File: src/rtl/dispreg_pkg.sv
package dispreg_pkg;

    localparam int ADDR_W = 8;
    localparam int DATA_W = 8;

    localparam logic [ADDR_W-1:0] ADR_CFG   = 8'h00;
    localparam logic [ADDR_W-1:0] ADR_COL0  = 8'h01;
    localparam logic [ADDR_W-1:0] ADR_UPD   = 8'h0C;
    localparam logic [ADDR_W-1:0] ADR_LIGHT = 8'h0D;
    localparam logic [ADDR_W-1:0] ADR_EQ    = 8'h0F;

    // bit positions decoded by neighbours
    localparam int CFG_BLANK_BIT = 7;
    localparam int CFG_AUDIO_BIT = 2;
    localparam int EQ_EN_BIT     = 6;

    typedef struct packed {
        logic       blank;
        logic       audio;
        logic [1:0] geom;
    } cfg_t;

    typedef struct packed {
        logic [2:0] gain;
        logic [3:0] cur;
    } light_t;

endpackage

File: src/rtl/regbank_decode.sv
module regbank_decode
    import dispreg_pkg::*;
#(
    parameter int NCOL = 11
) (
    input  logic              wr_en,
    input  logic [ADDR_W-1:0] wr_addr,
    input  logic [DATA_W-1:0] wr_data,
    output logic              cfg_we,
    output logic [NCOL-1:0]   col_we,
    output logic              commit,
    output logic              light_we,
    output logic              eq_we,
    output logic              unlisted
);

    logic upd_hit;

    always_comb begin
        cfg_we   = wr_en && (wr_addr == ADR_CFG);
        upd_hit  = wr_en && (wr_addr == ADR_UPD);
        commit   = upd_hit && (wr_data == '0);
        light_we = wr_en && (wr_addr == ADR_LIGHT);
        eq_we    = wr_en && (wr_addr == ADR_EQ);
    end

    for (genvar c = 0; c < NCOL; c++) begin : g_col
        assign col_we[c] = wr_en && (wr_addr == ADR_COL0 + ADDR_W'(c));
    end

    assign unlisted = wr_en && !cfg_we && !(|col_we) && !upd_hit
                      && !light_we && !eq_we;

endmodule

File: src/rtl/regbank_ctrl.sv
module regbank_ctrl
    import dispreg_pkg::*;
(
    input  logic              clk,
    input  logic              rst_n,
    input  logic              cfg_we,
    input  logic              light_we,
    input  logic              eq_we,
    input  logic [DATA_W-1:0] wr_data,
    output cfg_t              cfg,
    output light_t            light,
    output logic              eq_en
);

    typedef struct packed {
        cfg_t   cfg;
        light_t light;
        logic   eq;
    } ctrl_t;

    ctrl_t st_d, st_q;

    always_comb begin
        st_d = st_q;
        if (cfg_we) begin
            st_d.cfg.blank = wr_data[CFG_BLANK_BIT];
            st_d.cfg.audio = wr_data[CFG_AUDIO_BIT];
            st_d.cfg.geom  = wr_data[1:0];
        end
        if (light_we) begin
            st_d.light.gain = wr_data[6:4];
            st_d.light.cur  = wr_data[3:0];
        end
        if (eq_we) begin
            st_d.eq = wr_data[EQ_EN_BIT];
        end
    end

    always_ff @(posedge clk or negedge rst_n) begin
        if (!rst_n) st_q <= '0;
        else        st_q <= st_d;
    end

    assign cfg   = st_q.cfg;
    assign light = st_q.light;
    assign eq_en = st_q.eq;

    AST_CFG_HOLD: assert property (@(posedge clk) disable iff (!rst_n)
        !cfg_we |=> $stable(st_q.cfg));
    AST_BLANK_KEEPS_REST: assert property (@(posedge clk) disable iff (!rst_n)
        (cfg_we && !light_we && !eq_we) |=> ($stable(st_q.light) && $stable(st_q.eq)));
    AST_LIGHT_HOLD: assert property (@(posedge clk) disable iff (!rst_n)
        !light_we |=> $stable(st_q.light));
    AST_EQ_HOLD: assert property (@(posedge clk) disable iff (!rst_n)
        !eq_we |=> $stable(st_q.eq));

endmodule

File: src/rtl/regbank_colbuf.sv
module regbank_colbuf
    import dispreg_pkg::*;
#(
    parameter int NCOL  = 11,
    parameter int ROW_W = DATA_W
) (
    input  logic                  clk,
    input  logic                  rst_n,
    input  logic [NCOL-1:0]       col_we,
    input  logic                  commit,
    input  logic [DATA_W-1:0]     wr_data,
    output logic [NCOL*ROW_W-1:0] active_flat
);

    localparam int IMG_W = NCOL * ROW_W;

    typedef struct packed {
        logic [NCOL-1:0][ROW_W-1:0] stage;
        logic [NCOL-1:0][ROW_W-1:0] active;
    } buf_t;

    buf_t st_d, st_q;

    always_comb begin
        st_d = st_q;
        for (int c = 0; c < NCOL; c++) begin
            if (col_we[c]) st_d.stage[c] = wr_data[ROW_W-1:0];
        end
        if (commit) st_d.active = st_q.stage;
    end

    always_ff @(posedge clk or negedge rst_n) begin
        if (!rst_n) st_q <= '0;
        else        st_q <= st_d;
    end

    assign active_flat = IMG_W'(st_q.active);

    AST_ACTIVE_HOLD: assert property (@(posedge clk) disable iff (!rst_n)
        !commit |=> $stable(active_flat));
    AST_COMMIT_COPY: assert property (@(posedge clk) disable iff (!rst_n)
        commit |=> (active_flat == IMG_W'($past(st_q.stage))));
    AST_STAGE_KEEP: assert property (@(posedge clk) disable iff (!rst_n)
        (commit || !(|col_we)) |=> $stable(st_q.stage));

endmodule

File: src/rtl/disp_regbank.sv
module disp_regbank
    import dispreg_pkg::*;
#(
    parameter int NCOL  = 11,
    parameter int ROW_W = 8
) (
    input  logic                  clk,
    input  logic                  rst_n,
    input  logic                  wr_en,
    input  logic [7:0]            wr_addr,
    input  logic [7:0]            wr_data,
    output logic [1:0]            geom,
    output logic                  blank,
    output logic                  audio_mod_en,
    output logic [2:0]            gain_sel,
    output logic [3:0]            cur_sel,
    output logic                  eq_en,
    output logic [NCOL*ROW_W-1:0] col_rows
);

    logic            cfg_we, commit, light_we, eq_we, unlisted;
    logic [NCOL-1:0] col_we;
    cfg_t            cfg;
    light_t          light;

    regbank_decode #(.NCOL(NCOL)) u_dec (
        .wr_en    (wr_en),
        .wr_addr  (wr_addr),
        .wr_data  (wr_data),
        .cfg_we   (cfg_we),
        .col_we   (col_we),
        .commit   (commit),
        .light_we (light_we),
        .eq_we    (eq_we),
        .unlisted (unlisted)
    );

    regbank_ctrl u_ctrl (
        .clk      (clk),
        .rst_n    (rst_n),
        .cfg_we   (cfg_we),
        .light_we (light_we),
        .eq_we    (eq_we),
        .wr_data  (wr_data),
        .cfg      (cfg),
        .light    (light),
        .eq_en    (eq_en)
    );

    regbank_colbuf #(.NCOL(NCOL), .ROW_W(ROW_W)) u_col (
        .clk         (clk),
        .rst_n       (rst_n),
        .col_we      (col_we),
        .commit      (commit),
        .wr_data     (wr_data),
        .active_flat (col_rows)
    );

    assign geom         = cfg.geom;
    assign blank        = cfg.blank;
    assign audio_mod_en = cfg.audio;
    assign gain_sel     = light.gain;
    assign cur_sel      = light.cur;

    AST_DECODE_ONEHOT: assert property (@(posedge clk) disable iff (!rst_n)
        $onehot0({cfg_we, col_we, commit, light_we, eq_we, unlisted}));
    AST_UNLISTED_QUIET: assert property (@(posedge clk) disable iff (!rst_n)
        unlisted |=> ($stable(col_rows) && $stable(cfg) && $stable(light)
                      && $stable(eq_en)));

endmodule

File: config.mk
export PLATFORM = sky130hd
export DESIGN_NAME = disp_regbank
export DESIGN_NICKNAME = d
export VERILOG_FILES = /design/src/rtl/dispreg_pkg.sv /design/src/rtl/regbank_decode.sv /design/src/rtl/regbank_ctrl.sv /design/src/rtl/regbank_colbuf.sv /design/src/rtl/disp_regbank.sv
export SDC_FILE = /design/constraint.sdc
export NUM_CORES = 1
export LEC_CHECK = 0
export ABC_CLOCK_PERIOD_IN_PS = 1300
export BUFFER_PORTS_ARGS = -buffer_cell sky130_fd_sc_hd__buf_4
export CAP_MARGIN = 25
export CELL_PAD_IN_SITES_DETAIL_PLACEMENT = 0
export CELL_PAD_IN_SITES_GLOBAL_PLACEMENT = 1
export CORE_MARGIN = 1
export CORE_UTILIZATION = 50
export CTS_CLUSTER_DIAMETER = 30
export DETAILED_ROUTE_END_ITERATION = 10
export HOLD_SLACK_MARGIN = 0.1
export PLACE_DENSITY_LB_ADDON = 0.1
export SLEW_MARGIN = 0
export SYNTH_ARGS = -nofsm -noshare
export SYNTH_HDL_FRONTEND = slang
export SYNTH_HIERARCHICAL = 1
export SYNTH_SLANG_ARGS = --single-unit
File: constraint.sdc
create_clock -name clk -period 1.3 [get_ports clk]
set_input_delay 0.26 -clock clk [delete_from_list [all_inputs] [get_ports clk]]
set_output_delay 0.26 -clock clk [all_outputs]
set_load 0.02 [all_outputs]
==> results of run 1 <==
## registers in the layout, indices dropped and copies added, names as in the netlist
name,count
u_ctrl/cfg,4
u_col/active_flat,88
u_ctrl/eq_en,1
u_ctrl/light,7
u_col/st_q,88
## per-stage QoR
| stage | cell area [µm²] | hold WS, ps | utilization [%] | setup TNS (ps) |
|---|---|---|---|---|
| finish | 10130 | 323.4 | 66.14 | -29470 |
| global route | 10130 | 340.0 | 66.14 | -35630 |
| CTS | 10000 | 326.9 | 65.30 | -25780 |
| detailed placement | 8924 | 215.7 | 58.27 | -115290 |
| global placement | 8924 | 211.2 | 58.27 | -111950 |
| floorplan | 8192 | -35.59 | - | -60650 |
## power breakdown
part | switching, W | leakage (nW) | internal, W | total [W]
Combinational | 0.000319 | 2.18 | 0.000329 | 0.000647
Clock | 0.00214 | 0.314 | 0.00329 | 0.00542
Sequential | 0.0000919 | 2.61 | 0.00600 | 0.00609
## timing repair
item | CTS | global route
pin swaps | 11 | 5
hold endpoints to repair | 116 | 0
cloned | 0 | 1
resized for setup | 101 | 32
setup endpoints to repair | 187 | 189
hold buffers | 1 | 0
setup buffers | 5 | 3
## layout make-up
class                      count  area share (%)
sequential                   188           46.45
multi-input combinational    216           29.46
timing repair buffer         171           15.27
clock inverter                 9           1.297
tap                          211           2.607
clock buffer                  23           4.917
## path summary, 6_finish.rpt
path / startpoint / end / depth (start not counted)
setup / recovery: wr_data[3] / u_col/active_flat[46] / 6
hold / removal: rst_n / u_col/active_flat[78] / 2
setup reg to reg: u_col/active_flat[55] / u_col/active_flat[55] / 1
hold reg to reg: u_col/active_flat[43] / u_col/active_flat[43] / 1
max in group asynchronous: rst_n / u_col/st_q[151] / 3
min in group clk: wr_data[1] / u_col/st_q[161] / 3
## metal layers
metal	global-route usage, %	vias up
met5	0	-
met4	7.266	0
met1	29.55	2175
met3	5.134	19
met2	33.28	90
li1	-	1838
==> results.toml, run 1 <==
[layout]
num-fill-cells = 1097
sequential_cell_area_um2 = 4705
p_r_area_growth_vs_syn_pct = 28.00
layout.cells.most_common = "sky130_fd_sc_hd__dfrtp_1"
most_frequent_cells_in_the_layout = "188 x sky130_fd_sc_hd__dfrtp_1, 161 x sky130_fd_sc_hd__mux2_4, 132 x sky130_fd_sc_hd__buf_4"
layoutNonFillerInstCount = 818
multi_input_comb_area_um2 = 2984
drive_gt1_share_pct = 66.72
insertedDiodeCount = 0
layout.nets = 613

[logic_synthesis]
synth_fp_nets = 541
synthesis.area_per_instance_um2 = 15.16
yosys_warnings = 6
syn_inst = 522
syn-cell-area_um2 = 7913

[worst_setup_path]
setup.worst_path.end_class = "flop"
worst_path_dominant_cell_family = "simple AND/OR/NAND/NOR gates"
crit_fanout = 16
cpMostUsedCell = "sky130_fd_sc_hd__buf_6"
reg2reg_setup_slack_ps = 480
max_stage_delay_ps = 560
timing.critical_path.slowest_stage_cell = "sky130_fd_sc_hd__or4_4"
startpoint_type = "primary input"
critPathArrivalTime_ps = 1860
worst-endpoint-required_ps = 1610
worstSetupPathType = "primary input to flop"
critPathBufInv = 3
worstPathCellList = "buf_6 > or4_4 > nor3_4 > buf_6 > buf_12 > mux2_2"

[sta]
final_critical_path_setup_slack_ps = -254.9
grt_setup_unrepaired = "yes"
final.period_utilization_pct = 119.6
final_max_slew_viol_count = 0
max-slew-margin-rel_pct = 74.06
worst_slew_pin_slew_ps = 389.2
timing.final.setup_violations = 187
max_freq_ghz = 0.6431
period_minus_slack_ps = 1555
hold_viol = 0
finalClockSkew_ps = 4.234

[placed_design]
place_congestion = 0.7208
numPlacedInstances = 779
port_buffers = 118
pre_cts_ws_ps = -761.1
place.detailed.hpwl_um = 10430

[route]
per_cell_via_count_in_the_routed_design = 5.039
highest-signal-layer = "met4"
drt-wirelength-per-cell_um = 19.88
drc = 0
met3_length_um = 635
detail_route.first_pass.iterations = 4
wl_met1_um = 7515
wl_um = 16260
via_count = 4122
routed-wl-met2_um = 7884
drt_iter0_markers = 137
antenna_left = 0

[power]
power.density_cell_area_nw_per_um2 = 1201
irDropWorstVdd_v = 0.0008341
leakage_nw = 5.098
p_total_w = 0.01216

[global_route]
grt_antenna_before_repair = 0
grt_remaining_overflow = 0
grt_pass1_vias = 4444
global_route_wire_length_before_repair_um = 25770
grtUsageTotal_pct = 21.38
grt_max_degree = 39

[run]
drv_cap = 0

[floorplanning]
floorplan.rows = 45
die_width_um = 127.8
start_util_pct = 51.67
core_region_area_um2 = 15310
fp.dieArea_um2 = 16330
die_h_um = 127.8
top_level_port_count = 119

[clock_tree]
max_root_sink_buffers = 2
clock_tree.root_cell = "sky130_fd_sc_hd__clkbuf_16"
h_tree_depth = 4
clk_pin_slew_ps = 70
clkLatencyLatePin_ps = 430
tritoncts_num_sinks = 188
cts_tree = "done"
tritoncts.num_buffers = 17

[run_status]
failing_checks = "setup timing"
status = "finished, violations left"

[hold_path]
hp-class = "primary input to async pin"
Note: power is estimated with default switching activity, not from simulation.
==> run 2, diff against run 1 <==
- ABC_CLOCK_PERIOD_IN_PS: 1300 -> 2000
- clock period: 1.3 -> 2 ns (I/O delays scaled with it)
==> results.toml, run 2 (synthesis results as in run 1) <==
[run_status]
status = "finished clean"

[worst_setup_path]
worstPathCellList = "buf_4 > nor4_4 > nand4_1 > nor3_4 > buf_4 > mux2_2"
worstSetupPathType = "primary input to flop"
ff_to_ff_start = "u_col/active_flat[69]"
reg2reg_depth = 1
setup.worst_path.end_class = "flop"
reg2reg_to = "u_col/active_flat[69]"
worst_path_dominant_cell_family = "simple AND/OR/NAND/NOR gates"
timing.critical_path.slowest_stage_cell = "sky130_fd_sc_hd__nor4_4"
critPathArrivalTime_ps = 2200
crit_cells = 6
worstSetupStartpoint = "wr_addr[5]"
max_stage_delay_ps = 410
critPathBufInv = 2
crit_fanout = 21
startpoint_type = "primary input"
reg2reg_setup_slack_ps = 1200
worst-endpoint-required_ps = 2310
cpMostUsedCell = "sky130_fd_sc_hd__buf_4"

[clock_tree]
clkLatencyLatePin_ps = 420
count_of_instances_resized_after_the_clock_tree_is_built = 0
clock_tree.root_cell = "sky130_fd_sc_hd__clkbuf_16"
cts_post_setup_buffers_inserted = 0
max_root_sink_buffers = 2
h_tree_depth = 4
cts_tree = "done"
tritoncts.num_buffers = 17
clk_pin_slew_ps = 60
tritoncts_num_sinks = 188

[sta]
grt_setup_unrepaired = "no"
final_hold_slack_ps = 462.3
final.period_utilization_pct = 94.85
max-slew-margin-rel_pct = 67.44
timing.final.setup_violations = 0
final_max_slew_viol_count = 0
final_setup_tns_ps = 0
worst_slew_pin_slew_ps = 488.4
hold_viol = 0
period_minus_slack_ps = 1897
finalClockSkew_ps = 4.325
max_freq_ghz = 0.5272

[layout]
layout.cells.most_common = "sky130_fd_sc_hd__dfrtp_1"
p_r_area_growth_vs_syn_pct = 16.22
most_frequent_cells_in_the_layout = "188 x sky130_fd_sc_hd__dfrtp_1, 161 x sky130_fd_sc_hd__mux2_2, 148 x sky130_fd_sc_hd__buf_4"
layout.nets = 599
drive_gt1_share_pct = 63.45
final_core_utilization_pct = 60.05
postLayoutCellArea_um2 = 9196
insertedDiodeCount = 0

[route]
drt_iter0_markers = 163
met3_length_um = 513
antenna_left = 0
per_cell_via_count_in_the_routed_design = 4.978
detail_route.first_pass.iterations = 6
drt-wirelength-per-cell_um = 18.82
routed-wl-met2_um = 7484
wl_um = 15100
drc = 0
via_count = 3992
wl_met1_um = 6890
highest-signal-layer = "met4"

[power]
irDropWorstVdd_v = 0.0005589
netSwitchingPower_w = 0.001583
internal_power_w = 0.005942
power.share.switching_pct = 21.03
power.density_cell_area_nw_per_um2 = 818.2
seq_power_share_pct = 52.5
clockPowerShare_pct = 43.1
leakage_nw = 4.809
power_frac_comb_pct = 4.4

[placed_design]
place.detailed.hpwl_um = 10000
placement_cell_area_um2 = 8616
place_congestion = 0.7588
port_buffers = 118

[global_route]
grt_pass1_vias = 4251
global_route_wire_length_before_repair_um = 24190
grt_remaining_overflow = 0
grt_antenna_before_repair = 0
grtUsageTotal_pct = 20.18
grt_max_degree = 57

[floorplanning]
die_h_um = 127.8
die_width_um = 127.8
start_util_pct = 51.67
core_region_area_um2 = 15310
fp.dieArea_um2 = 16330
floorplan.rows = 45
top_level_port_count = 119

[hold_path]
worstHoldEndpoint = "u_col/st_q[151]"
worstHoldPathCells = 3
source_of_the_worst_hold_timing_path = "wr_data[7]"
hp-class = "primary input to flop"

[run]
drv_cap = 0
## run 2: cell types whose count changed in the layout (fill, tap and decap cells not counted), moves of 2 or more
cell	delta
sky130_fd_sc_hd__buf_4	+16
sky130_fd_sc_hd__mux2_4	-134
sky130_fd_sc_hd__nor2_1	+8
sky130_fd_sc_hd__bufinv_16	-2
sky130_fd_sc_hd__nor3_2	-2
sky130_fd_sc_hd__mux2_2	+134
sky130_fd_sc_hd__buf_6	-21
sky130_fd_sc_hd__nor3_1	+3
sky130_fd_sc_hd__buf_12	-2
sky130_fd_sc_hd__clkinv_4	-2
sky130_fd_sc_hd__nor2_4	-7
sky130_fd_sc_hd__buf_8	-6
## run 2: layout make-up
class                      instances  area (µm²)
clock buffer                      24       511.7
clock inverter                     6       58.81
fill                            1230        6118
multi-input combinational        216        2382
sequential                       188        4705
tap                              211       264.0
timing repair buffer             157        1275
## run 2: metrics by stage
stage,setup WS [ps],instances,power (W)
6_report,103.1,802,0.007525
4_1_cts,115.2,802,0.007604
5_1_grt,36.02,802,0.007820
3_5_place_dp,-331.9,771,0.004357
3_3_place_gp,-274.0,771,0.004343
2_1_floorplan,54.20,522,0.004132
## run 2: power groups by stage
stage	Sequential (W)	Combinational, W	Clock (W)
finish	0.00395	0.000334	0.00324
global route	0.00396	0.000368	0.00349
floorplan	0.00402	0.000116	0
detailed placement	0.00402	0.000339	0
CTS	0.00395	0.000342	0.00331
global placement	0.00401	0.000329	0
## run 2: timing repair
action	4_1_cts	5_1_grt
endpoints found under the hold margin	50	0
endpoints found under the setup margin	0	0
hold buffers	1	0
## run 2: how the worst max path moves through the flow
stage,endpoint,slack [ps]
after floorplan,u_col/active_flat[0],50
after global placement,u_col/active_flat[56],-270
after detailed placement,u_col/active_flat[57],-330
after CTS,u_col/active_flat[57],120
after global routing,u_col/active_flat[57],40
final,u_col/active_flat[57],100
## run 2: metal layers
layer / track usage, % / vias to the layer above
li1: - / 1822
met1: 26.72 / 2075
met2: 32.90 / 81
met3: 4.716 / 14
met4: 6.644 / 0
met5: 0 / -
==> run 3, diff against run 2 <==
- GPL_TIMING_DRIVEN: unset -> 0
- SYNTH_HIERARCHICAL: 1 -> unset
==> results.toml, run 3 <==
[run_status]
status = "finished, violations left"
failing_checks = "setup timing"

[logic_synthesis]
synth.most_common_cell = "sky130_fd_sc_hd__dfrtp_1"
ys_async_sr_fraction_pct = 100.0
syn_inst = 512
synth-seq-cells = 188
syn-cell-area_um2 = 7834
synth_largest_type_area_fraction_pct = 60.05
yosys_warnings = 0
leading_post_synthesis_cells_by_instance_count = "188 x sky130_fd_sc_hd__dfrtp_1, 168 x sky130_fd_sc_hd__mux2_2, 88 x sky130_fd_sc_hd__buf_4, 20 x sky130_fd_sc_hd__mux2_4, 12 x sky130_fd_sc_hd__nand2_1"
synth_top_flop_cell = "sky130_fd_sc_hd__dfrtp_1"
synth.distinct_cells = 21
yosys-top-cells-area = "sky130_fd_sc_hd__dfrtp_1 60%, sky130_fd_sc_hd__mux2_2 24%, sky130_fd_sc_hd__buf_4 8.4%"
synth_fp_nets = 531
synthesis.area_per_instance_um2 = 15.30
post-synth-top-area-cell = "sky130_fd_sc_hd__dfrtp_1"
ys_seq_area_share_pct = 60.05
synth-edff-count = 0

[worst_setup_path]
reg2reg_depth = 1
timing.critical_path.slowest_stage_cell = "sky130_fd_sc_hd__or4_4"
worstSetupPathType = "primary input to flop"
startpoint_type = "primary input"
worstSetupStartpoint = "wr_addr[6]"
crit_fanout = 6
ff_to_ff_start = "u_ctrl.eq_en"
max_stage_delay_ps = 550
critPathArrivalTime_ps = 2360
setup.worst_path.end_class = "flop"
reg2reg_setup_slack_ps = 1220
reg2reg_to = "u_ctrl.eq_en"
worst_path_dominant_cell_family = "simple AND/OR/NAND/NOR gates"
critPathBufInv = 3
worstPathCellList = "buf_4 > or4_4 > or3_4 > nand4b_4 > buf_12 > clkbuf_16 > mux2_4"
worst-endpoint-required_ps = 2310

[placed_design]
place.detailed.hpwl_um = 9952
place_congestion = 0.7255
placement_cell_area_um2 = 9042
port_buffers = 118

[layout]
postLayoutCellArea_um2 = 9915
most_frequent_cells_in_the_layout = "210 x sky130_fd_sc_hd__buf_4, 188 x sky130_fd_sc_hd__dfrtp_1, 167 x sky130_fd_sc_hd__mux2_2"
sequential_cell_area_um2 = 4705
layout.nets = 680
final_core_utilization_pct = 64.98
num-fill-cells = 1192
layout.cells.most_common = "sky130_fd_sc_hd__buf_4"
p_r_area_growth_vs_syn_pct = 26.56
multi_input_comb_area_um2 = 2410
insertedDiodeCount = 0
drive_gt1_share_pct = 67.90

[global_route]
global_route_wire_length_before_repair_um = 24090
grt_remaining_overflow = 0
grtUsageTotal_pct = 20.26
grt_max_degree = 96
grt_pass1_vias = 4362
grt_antenna_before_repair = 0

[floorplanning]
fp.dieArea_um2 = 16170
core_region_area_um2 = 15260
top_level_port_count = 119
start_util_pct = 51.34
die_h_um = 127.2
die_width_um = 127.2
floorplan.rows = 45

[power]
leakage_nw = 5.472
irDropWorstVdd_v = 0.0005506
p_total_w = 0.007714
power.density_cell_area_nw_per_um2 = 778.0

[route]
wl_um = 15100
drt_iter0_markers = 135
detail_route.first_pass.iterations = 4
drt-wirelength-per-cell_um = 17.08
per_cell_via_count_in_the_routed_design = 4.836
via_count = 4275
drc = 0
antenna_left = 0

[sta]
finalClockSkew_ps = 5.065
hold_viol = 0
final_setup_tns_ps = -690.4
max_freq_ghz = 0.4877
worst_slew_pin_slew_ps = 857.2
period_minus_slack_ps = 2051
timing.final.setup_violations = 24
max-slew-margin-rel_pct = 42.85
final_critical_path_setup_slack_ps = -50.54
final.period_utilization_pct = 102.5
final_max_slew_viol_count = 0
grt_setup_unrepaired = "yes"

[clock_tree]
tritoncts.num_buffers = 17
clk_pin_slew_ps = 70
max_root_sink_buffers = 2
clkLatencyLatePin_ps = 420
tritoncts_num_sinks = 188
h_tree_depth = 4
cts_tree = "done"
clock_tree.root_cell = "sky130_fd_sc_hd__clkbuf_16"

[hold_path]
source_of_the_worst_hold_timing_path = "wr_data[3]"
hp-class = "primary input to flop"
worstHoldPathCells = 2
worstHoldEndpoint = "u_col.st_q[147]"

[run]
drv_cap = 0
==> run 3: area by class of cell <==
cell class | instances | area share, %
well taps | 211 | 2.663
inverters | 2 | 0.07572
clock inverters | 5 | 0.7824
flip-flops and latches | 188 | 47.45
plain buffers | 104 | 8.178
multi-input cells | 215 | 24.31
clock buffers | 26 | 5.439
repair buffers | 133 | 11.11
==> run 3: cells by family (layout without fill, tap and decap cells) <==
logic type	count (synthesis)	in the layout	share of synthesized area, %
DFF	188	188	60.05
muxes	188	188	27.98
and+or+nand+nor	27	27	2.140
buffers and inverters	109	270	9.823
==> run 3: worst max-delay path by stage <==
| stage | end | slack (ps) | cells after the start |
|---|---|---|---|
| after floorplan | u_col.active_flat[65] | -320 | 7 |
| final | u_col.active_flat[78] | -50 | 7 |
| after global placement | u_col.active_flat[68] | -690 | 8 |
| after detailed placement | u_col.active_flat[66] | -710 | 8 |
| after CTS | u_col.active_flat[17] | -2 | 7 |
| after global routing | u_col.st_q[97] | -70 | 6 |
==> run 3: where the power goes <==
part | leakage (nW) | total (W) | switching (W) | internal [W]
clock | 0.304 | 0.00345 | 0.00135 | 0.00210
combinational | 2.56 | 0.000317 | 0.000188 | 0.000130
sequential | 2.61 | 0.00395 | 0.0000472 | 0.00390
total | 5.47 | 0.00771 | 0.00159 | 0.00613
==> run 3: metrics by stage <==
step	worst slack, ps	std cells	hold WS (ps)
after global placement	-690.0	841	483.7
after global routing	-69.37	884	223.9
final	-50.54	884	231.7
after detailed placement	-708.4	842	462.8
after floorplan	-319.8	512	104.4
after CTS	-2.152	883	216.1
==> run 3: repair_timing <==
action	in CTS	in global routing
pin swaps	1	2
hold buffers	1	0
setup endpoints to repair	156	100
resized for setup	15	14
cloned	1	1
buffers inserted	10	1
hold endpoints to repair	93	0
==> run 3: routing by layer <==
| layer | vias up | track usage, % | wire length, µm |
|---|---|---|---|
| li1 | 1983 | - | - |
| met1 | 2188 | 25.78 | 6596 |
| met2 | 87 | 33.52 | 7613 |
| met3 | 17 | 5.402 | 675 |
| met4 | 0 | 7.353 | 217 |
| met5 | - | 0 | 0 |
